==> src/rtl/cam_ring_pkg.sv <==
// Shared types for the camera ring recorder.
package cam_ring_pkg;

    // Phases of one asynchronous SRAM write
    typedef enum logic [1:0] {
        WS_IDLE,
        WS_SETUP,
        WS_STROBE,
        WS_HOLD
    } wr_state_t;

endpackage

==> src/rtl/cam_byte_pair.sv <==
// Samples the sensor bus in the system clock domain and pairs bytes into
// 16-bit pixels, high byte first, while the line strobe is high.
// Tracks the column and row so that pixels outside COLS x ROWS are dropped.
// Capture is armed by the first frame start after reset.
// Assumes the system clock is at least four times the pixel clock, and that
// the data is stable for two system clocks around each pixel-clock rise.
module cam_byte_pair #(
    parameter int COLS = 320,
    parameter int ROWS = 240,
    localparam int COL_W = $clog2(COLS + 1),
    localparam int ROW_W = $clog2(ROWS + 1)
) (
    input  logic        clk,
    input  logic        rst_n,
    input  logic        enable,
    input  logic        pclk,
    input  logic        hsync,
    input  logic        vsync,
    input  logic [7:0]  data,
    output logic        push,
    output logic [15:0] word
);
    logic [10:0]      meta_q, sync_q;
    logic             pclk_d, hs_d, vs_d;
    logic             armed, phase;
    logic [7:0]       hi_q;
    logic [COL_W-1:0] col;
    logic [ROW_W-1:0] row;
    logic             pclk_rise, hs_fall, vs_rise;

    // Edge detection on the synchronised strobes
    always_comb begin
        pclk_rise = sync_q[10] & ~pclk_d;
        hs_fall   = ~sync_q[9] & hs_d;
        vs_rise   = sync_q[8] & ~vs_d;
    end

    // Synchronise the bus, track the position and emit completed pixels
    always_ff @(posedge clk) begin
        if (!rst_n) begin
            meta_q <= '0;
            sync_q <= '0;
            pclk_d <= 1'b0;
            hs_d   <= 1'b0;
            vs_d   <= 1'b0;
            armed  <= 1'b0;
            phase  <= 1'b0;
            hi_q   <= '0;
            col    <= '0;
            row    <= '0;
            push   <= 1'b0;
            word   <= '0;
        end else begin
            meta_q <= {pclk, hsync, vsync, data};
            sync_q <= meta_q;
            pclk_d <= sync_q[10];
            hs_d   <= sync_q[9];
            vs_d   <= sync_q[8];
            push   <= 1'b0;
            if (vs_rise) begin
                armed <= 1'b1;
                phase <= 1'b0;
                col   <= '0;
                row   <= '0;
            end else if (hs_fall) begin
                phase <= 1'b0;
                col   <= '0;
                if (col != '0 && row != ROW_W'(ROWS)) begin
                    row <= row + 1'b1;
                end
            end else if (pclk_rise && sync_q[9]) begin
                if (!phase) begin
                    hi_q  <= sync_q[7:0];
                    phase <= 1'b1;
                end else begin
                    phase <= 1'b0;
                    if (col != COL_W'(COLS)) begin
                        col <= col + 1'b1;
                    end
                    if (armed && enable && col < COL_W'(COLS) && row < ROW_W'(ROWS)) begin
                        push <= 1'b1;
                        word <= {hi_q, sync_q[7:0]};
                    end
                end
            end
        end
    end
endmodule

==> src/rtl/ring_word_fifo.sv <==
// Small first-in first-out store that separates pixel arrival from SRAM
// writes. Assumes the writer drains faster on average than pixels arrive.
module ring_word_fifo #(
    parameter int WIDTH = 16,
    parameter int DEPTH = 4,
    localparam int PW = (DEPTH > 1) ? $clog2(DEPTH) : 1,
    localparam int CW = $clog2(DEPTH + 1)
) (
    input  logic             clk,
    input  logic             rst_n,
    input  logic             push,
    input  logic [WIDTH-1:0] wdata,
    input  logic             pop,
    output logic [WIDTH-1:0] rdata,
    output logic             empty,
    output logic             full
);
    logic [WIDTH-1:0] mem [DEPTH];
    logic [PW-1:0]    wp, rp;
    logic [CW-1:0]    cnt;

    // Status flags from the occupancy
    always_comb begin
        empty = (cnt == '0);
        full  = (cnt == CW'(DEPTH));
        rdata = mem[rp];
    end

    // Pointer and occupancy update
    always_ff @(posedge clk) begin
        if (!rst_n) begin
            wp  <= '0;
            rp  <= '0;
            cnt <= '0;
        end else begin
            if (push && !full) begin
                wp <= (wp == PW'(DEPTH - 1)) ? '0 : wp + 1'b1;
            end
            if (pop && !empty) begin
                rp <= (rp == PW'(DEPTH - 1)) ? '0 : rp + 1'b1;
            end
            cnt <= cnt + CW'(push && !full) - CW'(pop && !empty);
        end
    end

    // Storage write
    always_ff @(posedge clk) begin
        if (push && !full) begin
            mem[wp] <= wdata;
        end
    end
endmodule

==> src/rtl/sram_write_seq.sv <==
// Runs one asynchronous SRAM write: a setup cycle, WE_LOW strobe cycles and
// one hold cycle. The top bit of the linear address picks the chip.
// Assumes start is only raised while busy is low.
module sram_write_seq
    import cam_ring_pkg::*;
#(
    parameter int LIN_AW = 21,
    parameter int WE_LOW = 2,
    localparam int SW = $clog2(WE_LOW + 1)
) (
    input  logic              clk,
    input  logic              rst_n,
    input  logic              start,
    input  logic [LIN_AW-1:0] addr_in,
    input  logic [15:0]       data_in,
    output logic              busy,
    output logic              done,
    output logic [LIN_AW-2:0] sram_addr,
    output logic [15:0]       sram_wdata,
    output logic              sram_drive,
    output logic [1:0]        sram_ce_n,
    output logic              sram_we_n
);
    wr_state_t         state;
    logic [SW-1:0]     cnt;
    logic [LIN_AW-1:0] addr_q;
    logic [15:0]       data_q;

    // Pin decode from the state register
    always_comb begin
        busy       = (state != WS_IDLE);
        done       = (state == WS_HOLD);
        sram_we_n  = (state != WS_STROBE);
        sram_drive = busy;
        sram_addr  = addr_q[LIN_AW-2:0];
        sram_wdata = data_q;
        sram_ce_n  = 2'b11;
        if (busy) begin
            sram_ce_n[addr_q[LIN_AW-1]] = 1'b0;
        end
    end

    // Sequence through setup, strobe and hold
    always_ff @(posedge clk) begin
        if (!rst_n) begin
            state  <= WS_IDLE;
            cnt    <= '0;
            addr_q <= '0;
            data_q <= '0;
        end else begin
            case (state)
                WS_IDLE: if (start) begin
                    addr_q <= addr_in;
                    data_q <= data_in;
                    state  <= WS_SETUP;
                end
                WS_SETUP: begin
                    cnt   <= '0;
                    state <= WS_STROBE;
                end
                WS_STROBE: begin
                    cnt <= cnt + 1'b1;
                    if (cnt == SW'(WE_LOW - 1)) begin
                        state <= WS_HOLD;
                    end
                end
                default: state <= WS_IDLE;
            endcase
        end
    end
endmodule

==> src/rtl/frame_ring_ctrl.sv <==
// Keeps the slot pointer, the word offset inside the frame and the full flag,
// and forms the linear write address. A synchronised crash strobe stops
// recording once the frame in progress (if any word of it is written) ends.
module frame_ring_ctrl #(
    parameter int SLOTS       = 27,
    parameter int FRAME_WORDS = 76800,
    parameter int LIN_AW      = 21,
    localparam int SLOT_W = $clog2(SLOTS + 1),
    localparam int OFS_W  = $clog2(FRAME_WORDS)
) (
    input  logic              clk,
    input  logic              rst_n,
    input  logic              crash,
    input  logic              word_done,
    input  logic              wr_busy,
    output logic [LIN_AW-1:0] wr_addr,
    output logic              hold_off,
    output logic              frozen,
    output logic [SLOT_W-1:0] oldest_slot,
    output logic [SLOT_W-1:0] valid_frames
);
    logic [1:0]        crash_sync;
    logic              pending, full;
    logic [SLOT_W-1:0] slot;
    logic [OFS_W-1:0]  ofs;
    logic [LIN_AW-1:0] base;

    // Address and report outputs
    always_comb begin
        wr_addr      = base + LIN_AW'(ofs);
        hold_off     = frozen | (pending & (ofs == '0));
        oldest_slot  = full ? slot : '0;
        valid_frames = full ? SLOT_W'(SLOTS) : slot;
    end

    // Crash capture and freeze at a frame boundary
    always_ff @(posedge clk) begin
        if (!rst_n) begin
            crash_sync <= '0;
            pending    <= 1'b0;
            frozen     <= 1'b0;
        end else begin
            crash_sync <= {crash_sync[0], crash};
            if (crash_sync[1]) begin
                pending <= 1'b1;
            end
            if (pending && ofs == '0 && !wr_busy && !word_done) begin
                frozen <= 1'b1;
            end
        end
    end

    // Advance the offset and the slot ring on each finished word
    always_ff @(posedge clk) begin
        if (!rst_n) begin
            slot <= '0;
            ofs  <= '0;
            base <= '0;
            full <= 1'b0;
        end else if (word_done) begin
            if (ofs == OFS_W'(FRAME_WORDS - 1)) begin
                ofs <= '0;
                if (slot == SLOT_W'(SLOTS - 1)) begin
                    slot <= '0;
                    base <= '0;
                    full <= 1'b1;
                end else begin
                    slot <= slot + 1'b1;
                    base <= base + LIN_AW'(FRAME_WORDS);
                end
            end else begin
                ofs <= ofs + 1'b1;
            end
        end
    end
endmodule

==> src/rtl/cam_ring_recorder.sv <==
// Top of the camera ring recorder. Pairs sensor bytes into pixels, buffers
// them in a small FIFO and writes them into a two-chip SRAM that is run as a
// ring of frame slots. A crash strobe freezes the ring for a later dump.
// Assumes SLOTS*COLS*ROWS fits in 2^(CHIP_AW+1) words.
module cam_ring_recorder #(
    parameter int COLS       = 320,
    parameter int ROWS       = 240,
    parameter int SLOTS      = 27,
    parameter int CHIP_AW    = 20,
    parameter int FIFO_DEPTH = 4,
    parameter int WE_LOW     = 2,
    parameter int XCLK_HALF  = 2,
    localparam int SLOT_W = $clog2(SLOTS + 1)
) (
    input  logic               clk,
    input  logic               rst_n,
    input  logic               cam_pclk,
    input  logic               cam_hsync,
    input  logic               cam_vsync,
    input  logic [7:0]         cam_data,
    output logic               cam_xclk,
    input  logic               crash_in,
    output logic [CHIP_AW-1:0] sram_addr,
    output logic [15:0]        sram_wdata,
    output logic               sram_drive,
    output logic [1:0]         sram_ce_n,
    output logic               sram_we_n,
    output logic               sram_oe_n,
    output logic               frozen,
    output logic [SLOT_W-1:0]  oldest_slot,
    output logic [SLOT_W-1:0]  valid_frames
);
    localparam int FRAME_WORDS = COLS * ROWS;
    localparam int LIN_AW      = CHIP_AW + 1;
    localparam int XW          = $clog2(XCLK_HALF) + 1;

    logic              fifo_push, fifo_full, fifo_empty, wr_start;
    logic [15:0]       pix_word, fifo_word;
    logic              wr_busy, wr_done, hold_off;
    logic [LIN_AW-1:0] wr_addr;
    logic [XW-1:0]     xcnt;

    assign sram_oe_n = 1'b1;
    assign wr_start  = !fifo_empty && !wr_busy && !hold_off;

    // Sensor clock divider
    always_ff @(posedge clk) begin
        if (!rst_n) begin
            xcnt     <= '0;
            cam_xclk <= 1'b0;
        end else if (xcnt == XW'(XCLK_HALF - 1)) begin
            xcnt     <= '0;
            cam_xclk <= ~cam_xclk;
        end else begin
            xcnt <= xcnt + 1'b1;
        end
    end

    cam_byte_pair #(.COLS(COLS), .ROWS(ROWS)) u_pair (
        .clk(clk), .rst_n(rst_n), .enable(!frozen),
        .pclk(cam_pclk), .hsync(cam_hsync), .vsync(cam_vsync), .data(cam_data),
        .push(fifo_push), .word(pix_word)
    );

    ring_word_fifo #(.WIDTH(16), .DEPTH(FIFO_DEPTH)) u_fifo (
        .clk(clk), .rst_n(rst_n), .push(fifo_push), .wdata(pix_word),
        .pop(wr_start), .rdata(fifo_word), .empty(fifo_empty), .full(fifo_full)
    );

    sram_write_seq #(.LIN_AW(LIN_AW), .WE_LOW(WE_LOW)) u_wr (
        .clk(clk), .rst_n(rst_n), .start(wr_start), .addr_in(wr_addr),
        .data_in(fifo_word), .busy(wr_busy), .done(wr_done),
        .sram_addr(sram_addr), .sram_wdata(sram_wdata), .sram_drive(sram_drive),
        .sram_ce_n(sram_ce_n), .sram_we_n(sram_we_n)
    );

    frame_ring_ctrl #(.SLOTS(SLOTS), .FRAME_WORDS(FRAME_WORDS), .LIN_AW(LIN_AW)) u_ring (
        .clk(clk), .rst_n(rst_n), .crash(crash_in), .word_done(wr_done),
        .wr_busy(wr_busy), .wr_addr(wr_addr), .hold_off(hold_off),
        .frozen(frozen), .oldest_slot(oldest_slot), .valid_frames(valid_frames)
    );
endmodule

==> config.mk <==
export PLATFORM = sky130hd
export DESIGN_NAME = cam_ring_recorder
export DESIGN_NICKNAME = d
export VERILOG_FILES = /design/src/rtl/cam_ring_pkg.sv /design/src/rtl/cam_byte_pair.sv /design/src/rtl/ring_word_fifo.sv /design/src/rtl/sram_write_seq.sv /design/src/rtl/frame_ring_ctrl.sv /design/src/rtl/cam_ring_recorder.sv
export SDC_FILE = /design/constraint.sdc
export NUM_CORES = 1
export LEC_CHECK = 0
export BUFFER_PORTS_ARGS = -buffer_cell sky130_fd_sc_hd__clkbuf_2
export CORE_UTILIZATION = 59
export DETAILED_ROUTE_END_ITERATION = 10
export PLACE_DENSITY_LB_ADDON = 0.08
export SYNTH_ARGS = -nofsm -noshare
export SYNTH_HDL_FRONTEND = slang
export SYNTH_HIERARCHICAL = 1
export SYNTH_SLANG_ARGS = --single-unit
==> constraint.sdc <==
create_clock -name clk -period 3.4 [get_ports clk]
set_input_delay 0.34 -clock clk [delete_from_list [all_inputs] [get_ports clk]]
set_output_delay 0.34 -clock clk [all_outputs]
set_load 0.01 [all_outputs]
# == Yosys cells after proc, flatten, opt, wreduce, memory -nomap -nowiden ==
# Memory sizes are Yosys's and may differ from the RTL's. A register that Yosys moved wholly into a read port is not among the register bits.
# Cells that the tools add are included.
# classes
add_sub_neg,12
n_lt_le_gt_ge,4
eq_ne,15
n_mux,18
bitwise_logic,15
reduce_logical,38
# op_table
cell,count
$add 21x17->21,1
$add 21x17->21 const B,1
$mux 21,1
$add 17x1->17 const B,1
$eq 17x17->1 const B,1
$logic_not 17->1,1
$mux 17,1
$mux 5,3
$logic_and 1x1->1,13
$mux 2,5
$add 9x1->9 const B,1
$lt 9x9->1 const B,1
$ne 9x9->1 const B,1
$not 1->1,9
$reduce_bool 9->1,1
$add 2x1->2 const B,4
$add 8x1->8 const B,1
$eq 2x2->1 const B,4
$lt 8x8->1 const B,1
$ne 8x8->1 const B,1
$reduce_and 2->1,4
$logic_not 1->1,7
$eq 2x1->1 const B,3
$pmux 2 s3,1
24 further kinds,35
# totals
register_bits,152
mem_bits_rw,64
input_bits,14
out_inout_bits,53
n_memories,1
# mem_list
name,words,word_bits,read_ports,rd_ports_with_merged_regs,wr,line,rtl
u_fifo.mem,4,16,1,1,1,ring_word_fifo.sv:18,logic [WIDTH-1:0] mem [DEPTH];

# == Logic depth before layout (Yosys ltp) ==
# Gate-level depths: netlist (run 1).
# logic_depth
word_depth,7
depth_mapped,14

# == Hierarchy ==
# The synthesis (run 1) kept the hierarchy.
# by_module_without_submodules
module,n_inst,cells_per_inst,area_each_um2,seq_area_each_um2
ring_word_fifo,1,137,2831.5,2102.0
cam_byte_pair,1,272,2650.0,1381.3
frame_ring_ctrl,1,264,2169.6,760.7
sram_write_seq,1,215,1993.2,820.8
cam_ring_recorder,1,14,125.1,60.1

# == Worst setup path before layout (run 1) ==
# No wires, ideal clock.
# synth_timing
kind,reg2reg
start,reg u_ring.ofs[16]
end,reg u_fifo.cnt[2]
setup_ns,0.115
arrival_ns,2.817
t_required_ns,3.285
path_slack_ns,0.468
stages_incl_launch_ff,14
path_buffers,0
path_cell_list,dfxtp_1 -> or4b_2 -> nor3_1 -> a41o_1 -> nor3_1 -> o31ai_1 -> inv_1 -> ha_1 -> inv_1 -> ha_1 -> fa_1 -> xnor2_1 -> xnor2_1 -> and2_1
# synth_between
elab_chain_len,7
# synth_rtl
element,line,rtl
from (decl),frame_ring_ctrl.sv:25,logic [OFS_W-1:0] ofs;
from (signal assigned),frame_ring_ctrl.sv:72,ofs <= ofs + 1'b1;
$logic_not 17->1,frame_ring_ctrl.sv:31,hold_off = frozen | (pending & (ofs == '0));
$and 1x1->1,frame_ring_ctrl.sv:31,
$or 1x1->1,frame_ring_ctrl.sv:31,
net hold_off,cam_ring_recorder.sv:39,"logic wr_busy, wr_done, hold_off;"
$logic_not 1->1,cam_ring_recorder.sv:44,assign wr_start = !fifo_empty && !wr_busy && !hold_off;
$logic_and 1x1->1,cam_ring_recorder.sv:44,
net wr_start,cam_ring_recorder.sv:37,"logic fifo_push, fifo_full, fifo_empty, wr_start;"
$logic_and 1x1->1,ring_word_fifo.sv:42,cnt <= cnt + CW'(push && !full) - CW'(pop && !empty);
$sub 3x1->3,ring_word_fifo.sv:42,
to (signal assigned),ring_word_fifo.sv:42,
to (decl),ring_word_fifo.sv:20,logic [CW-1:0] cnt;
# The timed path passes the listed nets, and every way through them passes these cells.
# A chain may end at the register's enable or synchronous reset.

# == Worst setup path in the final report (run 1) ==
# layout_timing
start,reg u_ring.ofs[2]
end,reg u_fifo.cnt[2]
# Same word-level chain as after synthesis.

==> summary.md, run 1 <==
| Metric | Value |
|---|---|
| Number of clock sinks | `224` |
| CP max-delay cell | `or4b_2` |
| Setup crit start | `u_ring/ofs[2]$_SDFFE_PN0P_` |
| Clock-pin slew on the worst setup and hold paths | `0.06 ns` |
| Crit start category | `flip-flop` |
| Fmax | `314 MHz` |
| H-tree levels | `1` |
| Mapped Avg Cell Area | `10.8 um2` |
| Count of different cell masters after synthesis | `71` |
| Die area | `17100 um2` |
| Cell row count | `46` |
| Post-synth net total | `948` |
| DRC viols | `0` |
| CTS resizes | `0` |
| Setup CP Type | `flip-flop to flip-flop` |
| Most used DFF post-synth | `dfxtp_1` |
| Drt total wl | `18300 um` |
| RR Endpoint | `u_fifo/cnt[2]$_SDFF_PN0_` |
| Worst skew pair latency | `0.52 ns` |
| Inserted Clock Buffers | `24` |
| Total Neg Setup Slack | `0 ns` |
| DRT iter0 DRCs | `344` |
| Vias/cell | `5.48` |
| EDFF count, synth | `64` |
| Die height | `131 um` |
| Slew headroom | `42.0%` |
| Final setup vio count | `0` |
| Die W | `131 um` |
| Worst path max stage delay | `0.65 ns` |
| Largest area contributor in the netlist | `dfxtp_1` |
| Largest net degree at the start of global routing | `51` |
| Fillcell total | `1262` |
| Crit path capture | `u_fifo/cnt[2]$_SDFF_PN0_` |
| Clock tree buffer depth | `3` |
| Endpoints failing hold | `0` |
| Final layout net count | `975` |
| Critical path arrival | `3.58 ns` |
| Vias | `6374` |
| Final core utilization | `66.8%` |
| Worst-margin pin slew | `0.869 ns` |
| DP Wirelength | `12400 um` |
| GRT Total Usage | `22.1%` |
| Number of global-route vias before repair | `6136` |
| Most frequent cells in the layout | `dfxtp_1, nand2_1, clkbuf_2, edfxtp_1, nor2_1` |
| Remaining global-route overflow | `0` |
| Tcrit/Tclk final | `93.5%` |
| Post-synth ARST share | `0%` |
| Fin. max-slew vios | `0` |
| VDD IR max | `0.000425 V` |
| Starting Density | `61.1%` |
| CP cell instances | `or4b_2, nor3_1, a41o_1, nor3_1, o31ai_1, inv_1, ha_1, inv_1, ha_1, fa_1, xnor2_1, xnor2_1, and2_1` |
| DRT Pass-1 Iters | `5` |
| RSZ-0062 raised after global routing | `false` |
| Synth top area share | `32.8%` |
| Worst reg2reg path depth | `13` |
| Largest cells by area after synthesis | `dfxtp_1, edfxtp_1, nand2_1` |
| Reg2Reg Setup Slack | `0.22 ns` |
| Pleak | `3.89 nW` |
| Placer Congestion | `0.844` |
| Placed insts | `1119` |
| Root Buffer | `clkbuf_16` |
| Initial antenna violation count | `0` |
| CTS tree | `done` |
| Worst Path Required | `3.80 ns` |
| ANT nets after route | `0` |
| Final non-filler cell total | `1163` |
| Area grow syn2layout | `9.40%` |
| Register area share after synthesis | `52.5%` |
| Max_cap viols | `0` |
| Yosys warnings | `6` |
| Layout cells sized above 1 | `19.1%` |
| Pwr Density | `494 nW/um2` |
| Routed length per instance | `15.8 um` |
| Core Area | `16000 um2` |
| Post-synthesis sequential element count | `224` |
| N_diodes | `0` |
| First-pass GRT wire length | `29700 um` |
| Post-CTS Hold Buffers | `0` |
| Worst R2R Start | `u_ring/ofs[2]$_SDFFE_PN0P_` |
| Min cycle time layout | `3.18 ns` |
| Setup bufs post-CTS | `0` |
| Commonest non-fill, non-tap cell in the layout | `dfxtp_1` |
| Synth Cell Area | `9770 um2` |
| Port Buffers | `65` |
| Worst min-delay path class | `input pin to flip-flop` |
| Worst setup EP type | `flip-flop` |
| # IOs | `67` |
| Cells after Synth | `902` |
| Outcome | `finished, final reports clean` |
| Clk_skew | `0.0160 ns` |
| CP Max Fanout | `6` |
==> cell families after synthesis <==
kind of cell | share of synthesized area (%)
and+or+nand+nor | 18.3
adders and majority gates | 4.18
muxes | 6.99
other | 0.0384
xor gates and xnor gates | 3.14
buffers and inverters | 5.84
AOI/OAI and AO/OA | 9.03
DFF | 52.5
==> stage by stage <==
step                      cell area [um2]  power, mW  hold slack, ns  worst slack (ns)
after CTS                           10700       5.34         0.00963             0.216
after floorplan                      9770       2.88           0.398             0.468
after global placement               9950       2.91           0.405             0.307
final                               10700       5.28          0.0256             0.220
after detailed placement             9950       2.91           0.418             0.231
after global routing                10700       5.47          0.0215            0.0496
==> critical path, delay by kind of cell, from the launching register on <==
kind	cells	cell delay, ns
AO/OA/AOI/OAI	2	0.38
flip-flops	1	0.38
adder cells (fa/ha/maj)	3	0.85
buffers and inverters	2	0.14
XOR/XNOR	2	0.28
AND/OR/NAND/NOR	4	1.07
==> final cells by class <==
cell class	instances	area, um2	area share [%]
timing repair buffer	70	365	3.42
multi-input combinational	579	4070	38.1
tap	216	270	2.53
inverter	30	113	1.05
clock buffer	35	656	6.13
clock inverter	9	85.1	0.796
sequential	224	5120	48.0
==> power breakdown <==
| group | switching [mW] | internal, mW |
|---|---|---|
| combinational | 0.0520 | 0.0369 |
| sequential | 0.00975 | 2.75 |
| clock | 1.01 | 1.42 |
==> metal layers <==
layer	GRT usage (%)	share of wire [%]
met2	37.0	48
met3	3.54	4.6
met1	29.2	46
met5	0	0
met4	7.37	2.0
==> flip-flops by register name, indices dropped and copies added, names as in the netlist, 3 cells and up, named ones only <==
register and flops:
u_fifo/mem 64, u_wr/addr_q 21, u_ring/ofs 17, u_pair/word 16
u_wr/sram_wdata 16, u_pair/meta_q 11, u_pair/sync_q 11, u_ring/base 11
u_pair/col 9, u_pair/hi_q 8, u_pair/row 8, u_ring/slot 5
u_fifo/cnt 3
==> worst min-delay path by stage <==
stage,from,end,slack (ns),cells after the start
detailed placement,u_pair/meta_q[7]$_SDFF_PN0_,u_pair/sync_q[7]$_SDFF_PN0_,0.42,1
CTS,cam_data[7],u_pair/meta_q[7]$_SDFF_PN0_,0.01,2
global route,cam_data[7],u_pair/meta_q[7]$_SDFF_PN0_,0.02,2
floorplan,xcnt[0]$_SDFF_PP0_,xcnt[0]$_SDFF_PP0_,0.40,1
finish,cam_data[0],u_pair/meta_q[0]$_SDFF_PN0_,0.03,2
global placement,xcnt[0]$_SDFF_PP0_,xcnt[0]$_SDFF_PP0_,0.41,1
==> synth_stat cells (3+ instances only) <==
cell	count
nand4b_1	4
a21boi_2	30
nor4_1	4
ha_1	31
o211ai_1	8
a21oi_1	26
or4_1	3
nand2_1	137
mux2i_1	30
nor2_1	61
buf_2	9
clkbuf_1	26
mux4_2	10
inv_1	29
nand2_2	12
mux4_1	6
buf_6	3
or3_1	7
and2_1	44
xnor2_1	19
o21ai_0	20
nand3_1	15
nand2b_1	9
nor3_1	7
a21boi_0	8
dfxtp_1	160
and3_1	4
or2_2	5
or3b_1	3
o31ai_1	3
nand4_1	10
nor2b_1	5
buf_12	3
buf_4	25
o22ai_1	3
xor2_1	16
edfxtp_1	64
Power figures use the tool's default switching activity.
==> inputs of run 2 (changes only) <==
--- a/config.mk
+++ b/config.mk
@@ -7,9 +7,10 @@
 export LEC_CHECK = 0
 export BUFFER_PORTS_ARGS = -buffer_cell sky130_fd_sc_hd__clkbuf_2
 export CORE_UTILIZATION = 59
+export CTS_BUF_LIST = sky130_fd_sc_hd__clkbuf_8
 export DETAILED_ROUTE_END_ITERATION = 10
+export MAX_ROUTING_LAYER = met4
 export PLACE_DENSITY_LB_ADDON = 0.08
 export SYNTH_ARGS = -nofsm -noshare
 export SYNTH_HDL_FRONTEND = slang
-export SYNTH_HIERARCHICAL = 1
 export SYNTH_SLANG_ARGS = --single-unit
==> run 2 against run 1 <==
  * Via count fell by 1.5%
  * Hold slack got worse by 0.00090 ns
  * Sequential power rose by 9.8%
  * Synthesized cell count fell by 4.2%
  * Routed wire length fell by 3.9%
  * Combinational power rose to 14 times the previous value
  * Sequential share of layout area rose by 0.92 points
  * Final cell count fell by 0.26%
  * First-iteration DRC count rose by 35%
  * Clock-buffer cell count rose by 10
  * Largest power group unchanged
  * Highest routed layer unchanged
==> summary.md, run 2 <==
| Metric | Value |
|---|---|
| Placer Congestion | `0.862 (+2.1%)` |
| DRT iter0 DRCs | `464 (+35%)` |
| Largest family of logic cells by synthesized area | `simple AND/OR/NAND/NOR gates` |
| H-tree levels | `2 (+1)` |
| Setup CP Type | `flip-flop to flip-flop` |
| Outcome | `finished, final reports clean` |
| Remaining global-route overflow | `0 (unchanged)` |
| Vias | `6280 (-1.5%)` |
| Fmax | `414 MHz (+32%)` |
| Worst min-delay path class | `input pin to flip-flop` |
| Final setup vio count | `0 (unchanged)` |
| Starting Density | `60.8% (-0.26 points)` |
| Max_cap viols | `0 (unchanged)` |
| EDFF count, synth | `64 (unchanged)` |
| Cell row count | `45 (-2.2%)` |
| Max reg flops | `64 (unchanged)` |
| Cells after Synth | `864 (-4.2%)` |
| Placed insts | `1087 (-2.9%)` |
| Worst path max stage delay | `0.37 ns (-0.28 ns)` |
| Slew headroom | `32.7% (-9.4 points)` |
| Total Neg Setup Slack | `0 ns (unchanged)` |
| Routed length per instance | `15.2 um (-3.6%)` |
| Root Buffer | `clkbuf_8` |
| Area after DPL | `9620 um2 (-3.3%)` |
| Post-synth net total | `909 (-4.1%)` |
| Fillcell total | `1170 (-7.3%)` |
| Most used DFF post-synth | `dfxtp_1` |
| Inserted Clock Buffers | `38 (+58%)` |
| Port Buffers | `65 (unchanged)` |
| Clock tree buffer depth | `3 (unchanged)` |
| Worst skew pair latency | `0.53 ns (about the same)` |
| CP cell instances | `nor4_1, and4_1, a21o_1, inv_2, ha_1, inv_1, ha_1, fa_1, xnor2_1, nor2_1` |
| Pwr Density | `638 nW/um2 (+29%)` |
| Final worst slack | `0.987 ns (+0.767 ns)` |
| Layout cells sized above 1 | `17.0% (-2.1 points)` |
| Pre-CTS setup slack | `0.996 ns (+0.765 ns)` |
| Compound-gate portion of the synthesized area | `7.24% (-1.8 points)` |
| Post-synthesis sequential element count | `222 (-0.89%)` |
| Largest net degree at the start of global routing | `44 (-14%)` |
| Clock-pin slew on the worst setup and hold paths | `0.06 ns (about the same)` |
| Post-synth ARST share | `0% (unchanged)` |
| Synth Area in XOR/XNOR | `4.61% (+1.5 points)` |
| Final non-filler cell total | `1160 (-0.26%)` |
| Worst Path Required | `3.79 ns (about the same)` |
| Largest cells by area after synthesis | `dfxtp_1, edfxtp_1, ha_1` |
| Top cell by count, worst path | `ha_1` |
| CP max-delay cell | `dfxtp_1` |
| CTS tree | `done` |
| N_diodes | `0 (unchanged)` |
| First-pass GRT wire length | `29200 um (-1.7%)` |
| Mapped Avg Cell Area | `10.8 um2 (-0.50%)` |
| GRT Total Usage | `23.3% (+1.3 points)` |
| DP Wirelength | `11500 um (-6.9%)` |
| Die W | `128 um (-2.3%)` |
| Most frequent cells in the layout | `dfxtp_1, nor2_1, nand2_1, clkbuf_2, edfxtp_1` |
| Fin area | `10400 um2 (-2.7%)` |
| Final layout net count | `964 (-1.1%)` |
| Die height | `128 um (-2.3%)` |
| Worst setup EP type | `flip-flop` |
| Post-synth top cells | `dfxtp_1, nor2_1, nand2_1, edfxtp_1, a21oi_1` |
| Synth top area share | `34.0% (+1.2 points)` |
| Number of clock sinks | `222 (-0.89%)` |
| Core Area | `15300 um2 (-4.3%)` |
| ANT nets after route | `0 (unchanged)` |
| Final core utilization | `67.9% (+1.1 points)` |
| Tcrit/Tclk final | `71.0% (-23 points)` |
| Min cycle time layout | `2.41 ns (-0.767 ns)` |
| DRC viols | `0 (unchanged)` |
| Top flop regs | `u_fifo.mem x64, u_wr.addr_q x21, u_ring.ofs x17` |
| Drt total wl | `17600 um (-3.9%)` |
| Vias/cell | `5.41 (-1.2%)` |
| Synth Area in Simple Gates | `17.5% (-0.85 points)` |
| Fin. max-slew vios | `0 (unchanged)` |
| Largest reg by FF count | `u_fifo.mem` |
| Synth Cell Area | `9310 um2 (-4.7%)` |
| Critical path arrival | `2.80 ns (-0.78 ns)` |
| Area grow syn2layout | `11.7%` |
| Largest area contributor in the netlist | `dfxtp_1` |
| Worst-margin pin slew | `1.00 ns (+0.135 ns)` |
| Tot Pwr | `6.64 mW (+26%)` |
| Register area share after synthesis | `54.6% (+2.1 points)` |
| Number of global-route vias before repair | `6124 (-0.20%)` |
| Setup bufs post-CTS | `0 (unchanged)` |
| Initial antenna violation count | `0 (unchanged)` |
| Yosys warnings | `0 (-6)` |
| Die area | `16300 um2 (-4.6%)` |
| Synth Area in Adders | `4.25% (+0.071 points)` |
| RSZ-0062 raised after global routing | `false` |
| VDD IR max | `0.000482 V (+13%)` |
| Post-synthesis mux area share | `6.89% (-0.10 points)` |
| Worst hold margin | `0.0247 ns (-0.000902 ns)` |
| # IOs | `67 (unchanged)` |
| Clk_skew | `0.0150 ns (-0.00101 ns)` |
| DRT Pass-1 Iters | `5 (unchanged)` |
| Most frequent cell after synthesis | `dfxtp_1` |
| Count of different cell masters after synthesis | `68 (-4.2%)` |
| Pleak | `4.02 nW (+3.3%)` |
| CP Max Fanout | `6 (unchanged)` |
| Commonest non-fill, non-tap cell in the layout | `dfxtp_1` |
| Endpoints failing hold | `0 (unchanged)` |
| Crit start category | `flip-flop` |
## run 2: worst max-delay path: cells and delay by family (launching register included)
family | cells | cell delay, ns
buffers and inverters | 2 | 0.08
flip-flops | 1 | 0.37
adder cells (fa/ha/maj) | 3 | 0.82
AO/OA/AOI/OAI | 1 | 0.15
AND/OR/NAND/NOR | 3 | 0.69
XOR/XNOR | 1 | 0.16
## run 2: routing by layer
| metal | vias up | track usage [%] | part of all wire [%] |
|---|---|---|---|
| li1 | 3099 | - | - |
| met1 | 2977 | 29.7 | 45 |
| met2 | 164 | 36.8 | 47 |
| met3 | 40 | 4.31 | 5.4 |
| met4 | 0 | 9.90 | 2.3 |
| met5 | - | - | 0 |
## run 2: cell families (layout without fill, tap and decap cells)
| logic type | count (synthesis) | count (layout) |
|---|---|---|
| and+or+nand+nor | 326 | 326 |
| DFF | 222 | 222 |
| AOI/OAI and AO/OA | 102 | 102 |
| buffers and inverters | 88 | 173 |
| xor gates and xnor gates | 49 | 49 |
| muxes | 44 | 44 |
| adders and majority gates | 31 | 31 |
| other | 2 | 2 |
## run 2: cell type report
type	instances	area (um2)	area share, %
tap	211	264	2.54
multi-input combinational	554	3780	36.3
inverter	29	109	1.05
clock buffer	45	619	5.95
timing repair buffer	74	413	3.97
sequential	222	5080	48.9
clock inverter	25	138	1.32
## run 2: path summary, 6_finish.rpt
kind,endpoint,cells after the start,slack [ns],from
setup reg to reg,u_fifo.cnt[2]$_SDFF_PN0_,10,0.99,u_ring.ofs[12]$_SDFFE_PN0N_
hold / removal,u_pair.meta_q[5]$_SDFF_PN0_,2,0.02,cam_data[5]
hold reg to reg,xcnt[0]$_SDFF_PP0_,1,0.42,xcnt[0]$_SDFF_PP0_
setup / recovery,u_fifo.cnt[2]$_SDFF_PN0_,10,0.99,u_ring.ofs[12]$_SDFFE_PN0N_
## run 2: timing repair
action | 4_1_cts | 5_1_grt
resized for setup | 0 | 0
hold endpoints to repair | 3 | 0
hold buffers | 3 | 0
## run 2: report_power, final
| part | switching (mW) | internal, mW |
|---|---|---|
| logic | 0.764 | 0.519 |
| registers | 0.136 | 2.89 |
| clock network | 1.04 | 1.29 |
| total | 1.94 | 4.70 |
==> inputs of run 3 (changes only) <==
==> constraint.sdc (replaced) <==
create_clock -name clk -period 2.4 [get_ports clk]
set_input_delay 0.24 -clock clk [delete_from_list [all_inputs] [get_ports clk]]
set_output_delay 0.24 -clock clk [all_outputs]
set_load 0.01 [all_outputs]
==> run 3 against run 2 <==
  * Critical path depth stayed put
  * Sequential cell count unchanged
  * Critical path type unchanged
  * Final cell count increased by 3.2%
  * Largest cell class unchanged
  * Power grew 39%
  * Clock skew rose by 0.0017 ns
  * Sequential power is 41% higher
  * Sequential share of layout area fell by 1.3 points
  * Register-to-register slack got worse by 0.84 ns
  * Die area unchanged
  * Combinational power up 48%
==> summary.md, run 3 (synthesis gave the netlist of run 2 again) <==
| Metric | Value |
|---|---|
| Outcome | `finished, final reports clean` |
| Setup CP Type | `flip-flop to flip-flop` |
| Port Buffers | `65 (unchanged)` |
| Fillcell total | `1197 (+2.3%)` |
| First-pass GRT wire length | `30100 um (+3.2%)` |
| Total Neg Setup Slack | `0 ns (unchanged)` |
| Largest net degree at the start of global routing | `44 (unchanged)` |
| Number of clock sinks | `222 (unchanged)` |
| H-tree levels | `2 (unchanged)` |
| Clock-pin slew on the worst setup and hold paths | `0.06 ns (about the same)` |
| Critical path arrival | `2.64 ns (-0.16 ns)` |
| Layout cells sized above 1 | `19.5% (+2.5 points)` |
| CTS tree | `done` |
| Commonest non-fill, non-tap cell in the layout | `dfxtp_1` |
| Worst hold margin | `0.217 ns (+0.192 ns)` |
| Max_cap viols | `0 (unchanged)` |
| Worst path max stage delay | `0.38 ns (about the same)` |
| Inserted Clock Buffers | `37 (-2.6%)` |
| Vias | `6407 (+2.0%)` |
| Max reg flops | `64 (unchanged)` |
| Drt total wl | `18200 um (+3.5%)` |
| ANT nets after route | `0 (unchanged)` |
| Remaining global-route overflow | `0 (unchanged)` |
| Reg area | `5080 um2 (unchanged)` |
| DRT Pass-1 Iters | `4 (-1)` |
| Min cycle time layout | `2.25 ns (-0.163 ns)` |
| Worst setup EP type | `flip-flop` |
| RSZ-0062 raised after global routing | `false` |
| Top cell by count, worst path | `ha_1` |
| Crit start category | `flip-flop` |
| Most frequent cells in the layout | `dfxtp_1, nor2_1, nand2_1, clkbuf_2, edfxtp_1` |
| Initial antenna violation count | `0 (unchanged)` |
| Die W | `128 um (unchanged)` |
| Clk_skew | `0.0167 ns (+0.00169 ns)` |
| Core Area | `15300 um2 (unchanged)` |
| DP Wirelength | `12200 um (+5.9%)` |
| Area grow syn2layout | `14.8%` |
| Routed length per instance | `15.2 um (+0.29%)` |
| Final worst slack | `0.150 ns (-0.837 ns)` |
| Fmax | `444 MHz (+7.2%)` |
| Die area | `16300 um2 (unchanged)` |
| Pre-CTS setup slack | `0.0955 ns (-0.900 ns)` |
| Setup bufs post-CTS | `0 (unchanged)` |
| Pleak | `4.20 nW (+4.4%)` |
| CP max-delay cell | `fa_1` |
| Worst skew pair latency | `0.52 ns (about the same)` |
| VDD IR max | `0.000549 V (+14%)` |
| CP Max Fanout | `2 (-4)` |
| Vias/cell | `5.35 (-1.1%)` |
| GRT Total Usage | `24.2% (+0.85 points)` |
| Multi-input gate area | `3800 um2 (+0.73%)` |
| CP cell instances | `nor4_4, and4_1, a21o_1, inv_2, ha_1, inv_1, ha_1, fa_1, xnor2_1, nor2_1` |
| Root Buffer | `clkbuf_8` |
| Final setup vio count | `0 (unchanged)` |
| Endpoints failing hold | `0 (unchanged)` |
| Top flop regs | `u_fifo.mem x64, u_wr.addr_q x21, u_ring.ofs x17` |
| Fin. max-slew vios | `0 (unchanged)` |
| Final layout net count | `1005 (+4.3%)` |
| Largest reg by FF count | `u_fifo.mem` |
| DRC viols | `0 (unchanged)` |
| Pwr Density | `861 nW/um2 (+35%)` |
| Clock tree buffer depth | `3 (unchanged)` |
| Die height | `128 um (unchanged)` |
| Worst min-delay path class | `input pin to flip-flop` |
| # IOs | `67 (unchanged)` |
| Placer Congestion | `0.851 (-1.2%)` |
| DRT iter0 DRCs | `277 (-40%)` |
| Worst Path Required | `2.79 ns (-1.00 ns)` |
| Starting Density | `60.8% (unchanged)` |
| Tcrit/Tclk final | `93.7% (+23 points)` |
| Cell row count | `45 (unchanged)` |
| Number of global-route vias before repair | `6213 (+1.5%)` |
| N_diodes | `0 (unchanged)` |
==> run 3: changes by cell type in the layout (fill, tap and decap cells not counted), moves of 2 or more <==
cell           delta
dlygate4sd3_1     +9
clkbuf_8          -2
nor4_1            -2
buf_4            +34
clkinv_2          -3
==> run 3: critical path: cells and delay by family (launching register included) <==
family	cells	cell delay [ns]
AOI/OAI and AO/OA	1	0.15
buffers and inverters	2	0.08
DFF	1	0.34
adders and majority gates	3	0.83
and+or+nand+nor	3	0.60
xor gates and xnor gates	1	0.14
==> run 3: area by class of cell <==
cell class              instances  area share [%]
flip-flops and latches        222            47.6
multi-input cells             554            35.6
repair buffers                116            6.90
clock buffers                  43            5.54
well taps                     211            2.47
inverters                      29            1.02
clock inverters                22           0.936
==> run 3: power breakdown <==
| group | switching, mW | leakage, nW | internal, mW |
|---|---|---|---|
| combinational | 1.12 | 1.91 | 0.765 |
| clock | 1.41 | 0.410 | 1.64 |
| sequential | 0.173 | 1.88 | 4.10 |
| total | 2.71 | 4.20 | 6.50 |
==> run 3: worst paths after layout <==
check        slack (ns)                            to                         from  cells past startpoint
max                0.15      u_fifo.cnt[2]$_SDFF_PN0_  u_ring.ofs[10]$_SDFFE_PN0N_                     10
min                0.22  u_wr.addr_q[19]$_SDFFE_PN0P_                        rst_n                      3
max reg2reg        0.15      u_fifo.cnt[2]$_SDFF_PN0_  u_ring.ofs[10]$_SDFFE_PN0N_                     10
min reg2reg        0.43   u_pair.sync_q[9]$_SDFF_PN0_  u_pair.meta_q[9]$_SDFF_PN0_                      1
==> run 3: stage by stage <==
step	std cells	utilization, %	power, mW	cell area, um2
finish	1197	69.8	9.21	10700
global placement	1120	64.4	6.17	9860
floorplan	864	-	5.80	9320
global route	1197	69.8	9.72	10700
detailed placement	1120	64.4	6.25	9860
CTS	1197	69.7	9.32	10700
==> run 3: metal layers <==
metal | part of all wire (%) | GRT usage (%) | wire length (um) | up-vias
met2 | 48 | 39.0 | 8750 | 156
met5 | 0 | - | 0 | -
li1 | - | - | - | 3166
met1 | 46 | 31.4 | 8360 | 3063
met3 | 4.7 | 3.94 | 856 | 22
met4 | 1.4 | 7.75 | 263 | 0
==> run 3: repair_timing <==
item | 4_1_cts | 5_1_grt
resized for setup | 0 | 3
hold endpoints to repair | 12 | 0
setup endpoints to repair | 0 | 2
hold buffers | 12 | 0
